==> config.mk <==
export PLATFORM = sky130hd
export DESIGN_NAME = hsp_port
export DESIGN_NICKNAME = d
export VERILOG_FILES = /design/src/rtl/hsp_pkg.sv /design/src/rtl/hsp_ctrl.sv /design/src/rtl/hsp_group.sv /design/src/rtl/hsp_port.sv
export SDC_FILE = /design/constraint.sdc
export NUM_CORES = 1
export LEC_CHECK = 0
export BUFFER_PORTS_ARGS = -buffer_cell sky130_fd_sc_hd__buf_2
export CELL_PAD_IN_SITES_DETAIL_PLACEMENT = 1
export CELL_PAD_IN_SITES_GLOBAL_PLACEMENT = 2
export CORE_MARGIN = 10
export CORE_UTILIZATION = 33
export DETAILED_ROUTE_END_ITERATION = 7
export PLACE_DENSITY_LB_ADDON = 0.1
export SETUP_SLACK_MARGIN = 0.2
export SYNTH_ARGS = -nofsm -noshare
export SYNTH_HDL_FRONTEND = slang
export SYNTH_SLANG_ARGS = --single-unit
==> constraint.sdc <==
create_clock -name clk -period 5.24 [get_ports clk]
set_clock_uncertainty 0.2 [all_clocks]
set_input_delay 0.262 -clock clk [delete_from_list [all_inputs] [get_ports clk]]
set_output_delay 0.262 -clock clk [all_outputs]
set_load 0.02 [all_outputs]
==> src/rtl/hsp_pkg.sv <==
package hsp_pkg;

    localparam int NGRP     = 2;
    localparam int ADDR_W   = 2;
    localparam int PCW      = 8;

    localparam logic [ADDR_W-1:0] SEL_PA  = 2'd0;
    localparam logic [ADDR_W-1:0] SEL_PB  = 2'd1;
    localparam logic [ADDR_W-1:0] SEL_PC  = 2'd2;
    localparam logic [ADDR_W-1:0] SEL_CTL = 2'd3;

    typedef enum logic [2:0] {
        HS_OFF,
        IN_EMPTY,
        IN_LATCHED,
        IN_FULL,
        OUT_IDLE,
        OUT_FULL,
        OUT_ACKING,
        OUT_DONE
    } hs_state_e;

    // port C pin roles per group (group 0 = A, group 1 = B)
    function automatic int hs_in_bit(input int g);
        return (g == 0) ? 4 : 0;
    endfunction

    function automatic int hs_flag_bit(input int g);
        return (g == 0) ? 5 : 1;
    endfunction

    function automatic int hs_int_bit(input int g);
        return (g == 0) ? 6 : 2;
    endfunction

endpackage

==> src/rtl/hsp_ctrl.sv <==
module hsp_ctrl
    import hsp_pkg::*;
#(
    parameter int DW = 8
) (
    input  logic              clk,
    input  logic              rst_n,
    input  logic [ADDR_W-1:0] addr,
    input  logic              wr_en,
    input  logic              rd_en,
    input  logic [DW-1:0]     wdata,
    output logic [NGRP-1:0]   wr_grp,
    output logic [NGRP-1:0]   rd_grp,
    output logic              cfg_load,
    output logic [NGRP-1:0]   cfg_mode1,
    output logic [NGRP-1:0]   cfg_dir_in,
    output logic [PCW-1:0]    pc_latch,
    output logic              pc_hi_in,
    output logic              pc_lo_in
);

    localparam int BIT_SEL_W = $clog2(PCW);

    logic ctl_wr;
    logic bsr_wr;
    logic pc_wr;
    logic [BIT_SEL_W-1:0] bsr_idx;

    assign ctl_wr  = wr_en && (addr == SEL_CTL);
    assign cfg_load = ctl_wr && wdata[7];
    assign bsr_wr  = ctl_wr && !wdata[7];
    assign pc_wr   = wr_en && (addr == SEL_PC);
    assign bsr_idx = wdata[BIT_SEL_W:1];

    always_comb begin
        for (int g = 0; g < NGRP; g++) begin
            wr_grp[g] = wr_en && (addr == ADDR_W'(g));
            rd_grp[g] = rd_en && (addr == ADDR_W'(g));
        end
        cfg_mode1[0]  = |wdata[6:5];
        cfg_dir_in[0] = wdata[4];
        cfg_mode1[1]  = wdata[2];
        cfg_dir_in[1] = wdata[1];
    end

    always_ff @(posedge clk or negedge rst_n) begin
        if (!rst_n) begin
            pc_latch <= '0;
            pc_hi_in <= 1'b1;
            pc_lo_in <= 1'b1;
        end else if (cfg_load) begin
            pc_latch <= '0;
            pc_hi_in <= wdata[3];
            pc_lo_in <= wdata[0];
        end else if (bsr_wr) begin
            pc_latch[bsr_idx] <= wdata[0];
        end else if (pc_wr) begin
            pc_latch <= wdata[PCW-1:0];
        end
    end

    a_r5_bit_write: assert property (@(posedge clk) disable iff (!rst_n)
        (wr_en && addr == SEL_CTL && !wdata[7]) |=>
            (pc_latch[$past(wdata[3:1])] == $past(wdata[0])));

    a_r4_mode_clears_c: assert property (@(posedge clk) disable iff (!rst_n)
        (wr_en && addr == SEL_CTL && wdata[7]) |=> (pc_latch == '0));

endmodule

==> src/rtl/hsp_group.sv <==
module hsp_group
    import hsp_pkg::*;
#(
    parameter int DW = 8
) (
    input  logic          clk,
    input  logic          rst_n,
    input  logic          cfg_load,
    input  logic          cfg_mode1,
    input  logic          cfg_dir_in,
    input  logic          wr_port,
    input  logic          rd_port,
    input  logic [DW-1:0] wdata,
    input  logic [DW-1:0] pin_in,
    input  logic          hs_in,
    input  logic          inte,
    output logic [DW-1:0] rd_val,
    output logic [DW-1:0] pin_out,
    output logic [DW-1:0] pin_oe,
    output logic          mode1_o,
    output logic          flag_pin,
    output logic          intr
);

    hs_state_e state, state_nx;
    logic          mode1_q;
    logic          dir_in_q;
    logic [DW-1:0] out_q;
    logic [DW-1:0] in_q;
    logic          hs_prev;
    logic          hs_fall;
    logic          ibf;
    logic          obf_n;

    assign hs_fall = hs_prev && !hs_in;

    always_ff @(posedge clk or negedge rst_n) begin
        if (!rst_n) state <= HS_OFF;
        else        state <= state_nx;
    end

    always_comb begin
        state_nx = state;
        if (cfg_load) begin
            state_nx = !cfg_mode1 ? HS_OFF : (cfg_dir_in ? IN_EMPTY : OUT_IDLE);
        end else begin
            unique case (state)
                HS_OFF:     state_nx = HS_OFF;
                IN_EMPTY:   if (hs_fall) state_nx = IN_LATCHED;
                IN_LATCHED: if (rd_port) state_nx = IN_EMPTY;
                            else if (hs_in) state_nx = IN_FULL;
                IN_FULL:    if (rd_port) state_nx = IN_EMPTY;
                            else if (hs_fall) state_nx = IN_LATCHED;
                OUT_IDLE:   if (wr_port) state_nx = OUT_FULL;
                OUT_FULL:   if (!wr_port && !hs_in) state_nx = OUT_ACKING;
                OUT_ACKING: if (wr_port) state_nx = OUT_FULL;
                            else if (hs_in) state_nx = OUT_DONE;
                OUT_DONE:   if (wr_port) state_nx = OUT_FULL;
                default:    state_nx = HS_OFF;
            endcase
        end
    end

    always_ff @(posedge clk or negedge rst_n) begin
        if (!rst_n) begin
            mode1_q  <= 1'b0;
            dir_in_q <= 1'b1;
            out_q    <= '0;
            in_q     <= '0;
            hs_prev  <= 1'b1;
        end else begin
            hs_prev <= hs_in;
            if (cfg_load) begin
                mode1_q  <= cfg_mode1;
                dir_in_q <= cfg_dir_in;
                out_q    <= '0;
                in_q     <= '0;
            end else begin
                if (wr_port) out_q <= wdata;
                if (state_nx == IN_LATCHED && state != IN_LATCHED) in_q <= pin_in;
            end
        end
    end

    always_comb begin
        ibf      = (state == IN_LATCHED) || (state == IN_FULL);
        obf_n    = (state != OUT_FULL);
        flag_pin = dir_in_q ? ibf : obf_n;
        intr     = inte && ((ibf && hs_in) || (state == OUT_DONE));
        pin_out  = out_q;
        pin_oe   = {DW{!dir_in_q}};
        mode1_o  = mode1_q;
        if (!dir_in_q)    rd_val = out_q;
        else if (mode1_q) rd_val = in_q;
        else              rd_val = pin_in;
    end

    a_r8_full_on_strobe: assert property (@(posedge clk) disable iff (!rst_n)
        (mode1_q && dir_in_q && !cfg_load && !rd_port && hs_prev && !hs_in) |=> flag_pin);

    a_r9_read_clears: assert property (@(posedge clk) disable iff (!rst_n)
        (mode1_q && dir_in_q && !cfg_load && rd_port && !(hs_prev && !hs_in)) |=> !flag_pin);

    a_r10_write_fills: assert property (@(posedge clk) disable iff (!rst_n)
        (mode1_q && !dir_in_q && !cfg_load && wr_port) |=> !flag_pin);

    a_r10_ack_empties: assert property (@(posedge clk) disable iff (!rst_n)
        (mode1_q && !dir_in_q && !cfg_load && !wr_port && !flag_pin && !hs_in) |=> flag_pin);

    a_r11_intr_holds: assert property (@(posedge clk) disable iff (!rst_n)
        (mode1_q && !dir_in_q && !cfg_load && !wr_port && intr && inte) |=> (intr || !inte));

endmodule

==> src/rtl/hsp_port.sv <==
module hsp_port
    import hsp_pkg::*;
#(
    parameter int DW = 8
) (
    input  logic              clk,
    input  logic              rst_n,
    input  logic [ADDR_W-1:0] addr,
    input  logic              wr_en,
    input  logic              rd_en,
    input  logic [DW-1:0]     wdata,
    output logic [DW-1:0]     rdata,
    input  logic [DW-1:0]     pa_in,
    output logic [DW-1:0]     pa_out,
    output logic [DW-1:0]     pa_oe,
    input  logic [DW-1:0]     pb_in,
    output logic [DW-1:0]     pb_out,
    output logic [DW-1:0]     pb_oe,
    input  logic [PCW-1:0]    pc_in,
    output logic [PCW-1:0]    pc_out,
    output logic [PCW-1:0]    pc_oe
);

    localparam int HALF = PCW / 2;

    logic [NGRP-1:0] wr_grp, rd_grp, cfg_mode1, cfg_dir_in;
    logic [NGRP-1:0] grp_mode1, grp_flag, grp_intr;
    logic            cfg_load, pc_hi_in, pc_lo_in;
    logic [PCW-1:0]  pc_latch;
    logic [DW-1:0]   grp_pin_in [NGRP];
    logic [DW-1:0]   grp_rd     [NGRP];
    logic [DW-1:0]   grp_out    [NGRP];
    logic [DW-1:0]   grp_oe     [NGRP];

    hsp_ctrl #(.DW(DW)) ctrl_i (
        .clk(clk), .rst_n(rst_n), .addr(addr), .wr_en(wr_en), .rd_en(rd_en),
        .wdata(wdata), .wr_grp(wr_grp), .rd_grp(rd_grp), .cfg_load(cfg_load),
        .cfg_mode1(cfg_mode1), .cfg_dir_in(cfg_dir_in), .pc_latch(pc_latch),
        .pc_hi_in(pc_hi_in), .pc_lo_in(pc_lo_in)
    );

    assign grp_pin_in[0] = pa_in;
    assign grp_pin_in[1] = pb_in;

    for (genvar g = 0; g < NGRP; g++) begin : g_grp
        hsp_group #(.DW(DW)) grp_i (
            .clk(clk), .rst_n(rst_n), .cfg_load(cfg_load),
            .cfg_mode1(cfg_mode1[g]), .cfg_dir_in(cfg_dir_in[g]),
            .wr_port(wr_grp[g]), .rd_port(rd_grp[g]), .wdata(wdata),
            .pin_in(grp_pin_in[g]), .hs_in(pc_in[hs_in_bit(g)]),
            .inte(pc_latch[hs_in_bit(g)]), .rd_val(grp_rd[g]),
            .pin_out(grp_out[g]), .pin_oe(grp_oe[g]), .mode1_o(grp_mode1[g]),
            .flag_pin(grp_flag[g]), .intr(grp_intr[g])
        );
    end

    assign pa_out = grp_out[0];
    assign pa_oe  = grp_oe[0];
    assign pb_out = grp_out[1];
    assign pb_oe  = grp_oe[1];

    always_comb begin
        pc_oe  = {{HALF{!pc_hi_in}}, {HALF{!pc_lo_in}}};
        pc_out = pc_latch;
        for (int g = 0; g < NGRP; g++) begin
            if (grp_mode1[g]) begin
                pc_oe[hs_in_bit(g)]    = 1'b0;
                pc_oe[hs_flag_bit(g)]  = 1'b1;
                pc_oe[hs_int_bit(g)]   = 1'b1;
                pc_out[hs_flag_bit(g)] = grp_flag[g];
                pc_out[hs_int_bit(g)]  = grp_intr[g];
            end
        end
    end

    always_comb begin
        unique case (addr)
            SEL_PA:  rdata = grp_rd[0];
            SEL_PB:  rdata = grp_rd[1];
            SEL_PC:  rdata = (pc_oe & pc_out) | (~pc_oe & pc_in);
            default: rdata = '0;
        endcase
    end

    a_r7_strobe_pin_input: assert property (@(posedge clk) disable iff (!rst_n)
        (wr_en && addr == SEL_CTL && wdata[7] && wdata[2]) |=> (!pc_oe[0] && pc_oe[1] && pc_oe[2]));

    a_r1_reset_inputs: assert property (@(posedge clk)
        $rose(rst_n) |-> (pa_oe == '0 && pb_oe == '0 && pc_oe == '0));

endmodule

==> results.tsv, run 1 <==
metric	value	unit
syn_inst	388	
cellPowerDensity	378.4	mW/mm2
diodes	0	
fin_setup_tns	0	ps
yosys-top-cells-area	dfrtp_1, mux2i_1, nor2_1, dfstp_2, a21oi_1	
start_kind	register	
async_flop_share	1.000	
place_ws	2719	ps
cts-root-buf	clkbuf_8	
synth_area	0.003377	mm2
insertion_delay	320	ps
maxCapViolCount	0	
die_area	0.01468	mm2
slew_headroom	0.5091	
cp_data_required_time	4780	ps
syn_to_final_growth	17.53	%
synth_compound_area_frac	0.1541	
syn-num-nets	426	
finalPower	1.502	mW
tightest_slew	736.3	ps
synth_xor_area_frac	0	
grt_max_degree	55	
synthSimpleGateAreaFrac	0.1671	
dp_hpwl	8.461	mm
grt_usage	0.1565	
cts.clk_slew.worst_paths	110	ps
cp_max_fo	17	
clock_path_buffers	2	
max_freq	0.3769	GHz
drc	0	
arrival	2190	ps
cts_resized	0	
layout-drive-gt1-share	0.2675	
post_cts_buffers	0	
holdCritPathClass	input port to register	
grt.overflow.total	0	
peakVddDrop	179.7	uV
synth.avg_cell_area	8.704	um2
num_rows	36	
wl	11.43	mm
antenna_found_initial	0	
synth.most_common_cell	nor2_1	
outcome	finished clean	
core	0.009864	mm2
ys_seq_area_frac	0.4024	
yosysTopAreaCell	dfrtp_1	
cts_sinks	54	
setup_ws	2587	ps
final_cells	589	
die_w	121.2	um
die_y	121.2	um
synthDominantCellAreaShare	0.3557	
num_vias	2951	
critPathKind	register to output port	
drtPass1Iterations	4	
gp_congestion	0.7274	
drt-vias-per-instance	5.010	
wl_per_cell	19.40	um
ys_seq_elements	54	
numCtsBuffers	5	
end_kind	output port	
power.leakage	1.937	nW
io_buffer_count	93	
period_minus_slack	2653	ps
htree_levels	2	
synthAdderAreaFrac	0	
io_pins	94	
rsz0062_at_grt	no	
ant_nets	0	
hold_buffers	12	
grt_pass1_vias	3163	
ys_warn_count	0	
synth_mux_area_frac	0.1712	
synthFlopType	dfrtp_1	
drt-initial-drc-count	165	
dpl.cell_count	569	
finalMaxSlewViolations	0	
synthTopCellsByCount	nor2_1, mux2i_1, dfrtp_1	
synth_top_family_by_area	multiplexers	
tritoncts	done	
setup_violations	0	
start_util	0.3423	
finalHoldViolCount	0	
grt_pass1_wl	18.29	mm
final_nets	493	
ys_types	41	
post-route-period-util	0.5063	
synth_edf_count	0	
[layout by cell type, fill, tap and decap left out, types with 8 or more instances in the layout]
cell,count
o21ai_0,21
inv_1,23
a211oi_1,8
nand2b_1,9
o22ai_1,8
buf_2,93
mux2i_1,51
nand2_1,32
dlygate4sd3_1,12
dfrtp_1,48
nor2_1,52
a21oi_1,30
[through the flow]
step           area (um2)  hold slack (ps)  utilization
6_report             3969            9.705       0.4023
5_1_grt              3969            24.42       0.4023
4_1_cts              3969            12.77       0.4023
3_5_place_dp         3762            208.1       0.3814
3_3_place_gp         3762            209.4       0.3814
2_1_floorplan        3377           -233.6            -
[flip-flops by register name, summed over array words and instances, names as in the netlist, 2 cells and up]
name,count
ctrl_i.pc_latch,8
g_grp.grp_i.in_q,16
g_grp.grp_i.pin_out,16
g_grp.grp_i.dir_in_q,2
g_grp.grp_i.mode1_o,2
g_grp.grp_i.hs_prev,2
g_grp.grp_i.state,6
[report_power, final]
| part | total, mW | switching (mW) | internal [mW] |
|---|---|---|---|
| logic | 0.596 | 0.355 | 0.241 |
| clock network | 0.248 | 0.153 | 0.0951 |
| registers | 0.658 | 0.130 | 0.528 |
[cell families after synthesis]
kind of cell           Yosys count
AND/OR/NAND/NOR                120
flip-flops                      54
AO/OA/AOI/OAI                   86
multiplexers                    57
buffers and inverters           71
[final timing paths]
path,start,slack [ps],cells past startpoint,to
worst max-delay path,g_grp[0].grp_i.mode1_o,2590,5,rdata[0]
worst min-delay path,pa_in[4],10,3,g_grp[0].grp_i.in_q[4]
worst max register to register,g_grp[1].grp_i.state[2],3130,4,g_grp[1].grp_i.in_q[0]
worst min register to register,g_grp[0].grp_i.in_q[3],330,2,g_grp[0].grp_i.in_q[3]
max in group asynchronous,rst_n,3930,3,ctrl_i.pc_latch[5]
min in group asynchronous,rst_n,410,3,g_grp[1].grp_i.in_q[0]
[per-layer routing]
metal  up-vias  wire length (um)  track usage  part of all wire
met1      1424              5565       0.2148              0.49
li1       1444                 -            -                 -
met4         0                79      0.03055            0.0069
met3         8               546      0.03816             0.048
met2        75              5234       0.2446              0.46
met5         -                 0            0                 0
[final cells by class]
class | instances | area (um2)
tap | 133 | 166.4
multi-input combinational | 263 | 1663
clock buffer | 6 | 72.57
clock inverter | 2 | 13.76
sequential | 54 | 1359
timing repair buffer | 108 | 608.1
fill | 1207 | 5896
inverter | 23 | 86.33
[worst max-delay path, cell delays in order (launching register included)]
cell and delay, ps:
dfrtp_1 830, mux2i_1 170, a211oi_1 410, a21oi_1 100, o22ai_1 160, buf_2 190
Note: power is estimated with default switching activity, not from simulation.
==> run 2: changes to the inputs <==
Settings changed: CORE_UTILIZATION 33 to 28.
Clock period 5.24 ns to 2.31 ns, I/O delays scaled along.
==> results.tsv, run 2 (synthesis results as in run 1) <==
metric	value	unit	change
outcome	finished clean		
setup_ws	240.2	ps	-2347 ps
max_freq	0.4831	GHz	
diodes	0		unchanged
worst_hold_startpoint	wdata[2]		
final_cell_mix	buf_2, nor2_1, mux2i_1		
grt_pass1_wl	19.72	mm	+7.8%
grt_max_degree	38		-31%
numCtsBuffers	5		unchanged
num_rows	40		+11%
fin_util	0.3854		-0.01694
htree_levels	2		unchanged
power.leakage	2.187	nW	+13%
io_buffer_count	93		unchanged
io_pins	94		unchanged
cts.clk_slew.worst_paths	80	ps	-30 ps
holdCritPathClass	input port to register		
groute.layer.met2.usage	0.2463		+0.001762
end_kind	output port		
die_w	129.8	um	+7.1%
wl	12.87	mm	+13%
ant_nets	0		unchanged
slowest_stage	dfstp_4		
drt-initial-drc-count	150		-9.1%
die_area	0.01685	mm2	+15%
drc	0		unchanged
finalHoldViolCount	0		unchanged
clock_path_buffers	2		unchanged
setup_violations	0		unchanged
final_nets	531		+7.7%
cp_data_required_time	1990	ps	-2790 ps
layout-drive-gt1-share	0.3462		+0.07861
gp_congestion	0.8247		+13%
slew_headroom	0.6385		+0.1293
post-route-period-util	0.8960		
antenna_found_initial	0		unchanged
peakVddDrop	341.6	uV	+90%
maxCapViolCount	0		unchanged
syn_to_final_growth	35.94	%	
fin_area	0.004591	mm2	+16%
tritoncts	done		
cp_top_family	flip-flops		
period_minus_slack	2070	ps	
insertion_delay	300	ps	-20 ps
drtPass1Iterations	4		unchanged
postPlaceCellArea	0.003890	mm2	+3.4%
grt_util_met1	0.2013		-0.01349
cp_max_fo	6		-11
busiest_layer	met2		
cts_sinks	54		unchanged
core	0.01191	mm2	+21%
hold_path_depth	3		unchanged
cellPowerDensity	863.1	mW/mm2	+130%
num_vias	3165		+7.3%
multi_input_area	0.001773	mm2	+6.6%
dp_hpwl	9.566	mm	+13%
final_common_cell	buf_2		
grt_pass1_vias	3388		+7.1%
place_ws	339.0	ps	-2380 ps
rsz0062_at_grt	yes		
r2r_setup_slack	410	ps	-2720 ps
met3_usage	0.03327		-0.004892
n_fill_cell	1410		+17%
start_util	0.2835		-0.05883
r2r_end	g_grp[1].grp_i.in_q[5]		
critPathKind	register to output port		
hold_end	g_grp[1].grp_i.state[2]		
cts-root-buf	clkbuf_16		
arrival	1750	ps	-440 ps
ff2ff_path_depth	5		+1
start_kind	register		
timing.rr.start	g_grp[1].grp_i.hs_prev		
critPathBufInv	2		+1
die_y	129.8	um	+7.1%
wl_per_cell	20.07	um	+3.5%
tightest_slew	542.3	ps	-194.0 ps
max_stage_delay	670	ps	-160 ps
finalMaxSlewViolations	0		unchanged
crit_chain	buf_6 -> nor2_1 -> a211oi_1 -> a21oi_1 -> o22ai_1 -> buf_4		
fin_setup_tns	0	ps	unchanged
regArea	0.001369	mm2	+0.74%
drt-vias-per-instance	4.938		-1.4%
grt.overflow.total	0		unchanged
fin_hold_ws	18.38	ps	+8.671 ps
grt_usage	0.1517		-0.004793
==> run 2: cell count changes in the layout (fill, tap and decap cells not counted), moves of 4 or more <==
| cell | previous run | this run |
|---|---|---|
| buf_4 | 3 | 27 |
| dlygate4sd3_1 | 12 | 25 |
| a21oi_1 | 30 | 19 |
| a21oi_2 | 0 | 11 |
| buf_2 | 93 | 85 |
| a211oi_1 | 8 | 2 |
| clkbuf_16 | 0 | 6 |
| clkbuf_8 | 5 | 0 |
| a211oi_2 | 0 | 4 |
| buf_12 | 0 | 4 |
| buf_6 | 0 | 4 |
==> run 2: metal layers <==
metal / part of all wire / up-vias
li1: - / 1519
met1: 0.47 / 1564
met2: 0.47 / 73
met3: 0.050 / 9
met4: 0.010 / 0
met5: 0 / -
==> run 2: worst reg2reg max path, delay by kind of cell (launching register included) <==
family / cells / cell delay [ps]
flops: 1 / 540
compound gates: 2 / 340
simple gates: 1 / 270
buf+inv: 1 / 250
mux: 1 / 220
==> run 2: through the flow <==
step | instances | power, mW
after global placement | 596 | 2.906
after floorplan | 388 | 2.465
after global routing | 641 | 4.243
after detailed placement | 596 | 2.934
final | 641 | 3.962
after CTS | 636 | 3.868
==> run 2: worst max-delay path by stage <==
stage / depth (start not counted) / start / slack, ps / endpoint
floorplan: 6 / g_grp[1].grp_i.dir_in_q / 320 / rdata[6]
global placement: 5 / g_grp[1].grp_i.state[2] / 380 / g_grp[1].grp_i.in_q[4]
detailed placement: 5 / g_grp[1].grp_i.state[2] / 340 / g_grp[1].grp_i.in_q[5]
CTS: 5 / g_grp[0].grp_i.dir_in_q / 170 / rdata[2]
global route: 6 / g_grp[0].grp_i.mode1_o / 160 / rdata[0]
finish: 6 / g_grp[0].grp_i.dir_in_q / 240 / rdata[4]
==> run 2: repair_timing <==
item                                   CTS  global route
hold buffers                            25             0
setup endpoints to repair                8             9
gates cloned                             0             1
gates resized for setup                  9            34
setup buffers                            7             4
endpoints found under the hold margin   49             0
pin swaps                                0            12
==> run 2: report_power, final <==
part	switching, mW	leakage [nW]	internal [mW]
Combinational	0.966	1.46	0.738
Sequential	0.249	0.660	1.21
Clock	0.394	0.0704	0.410
==> run 2: final cells by class <==
type                            count  area share
Clock buffer                        5     0.02726
Clock inverter                      3    0.005451
Inverter                           23     0.01881
Multi-Input combinational cell    263      0.3862
Sequential cell                    54      0.2982
Tap cell                          147     0.04007
Timing Repair Buffer              146      0.2240
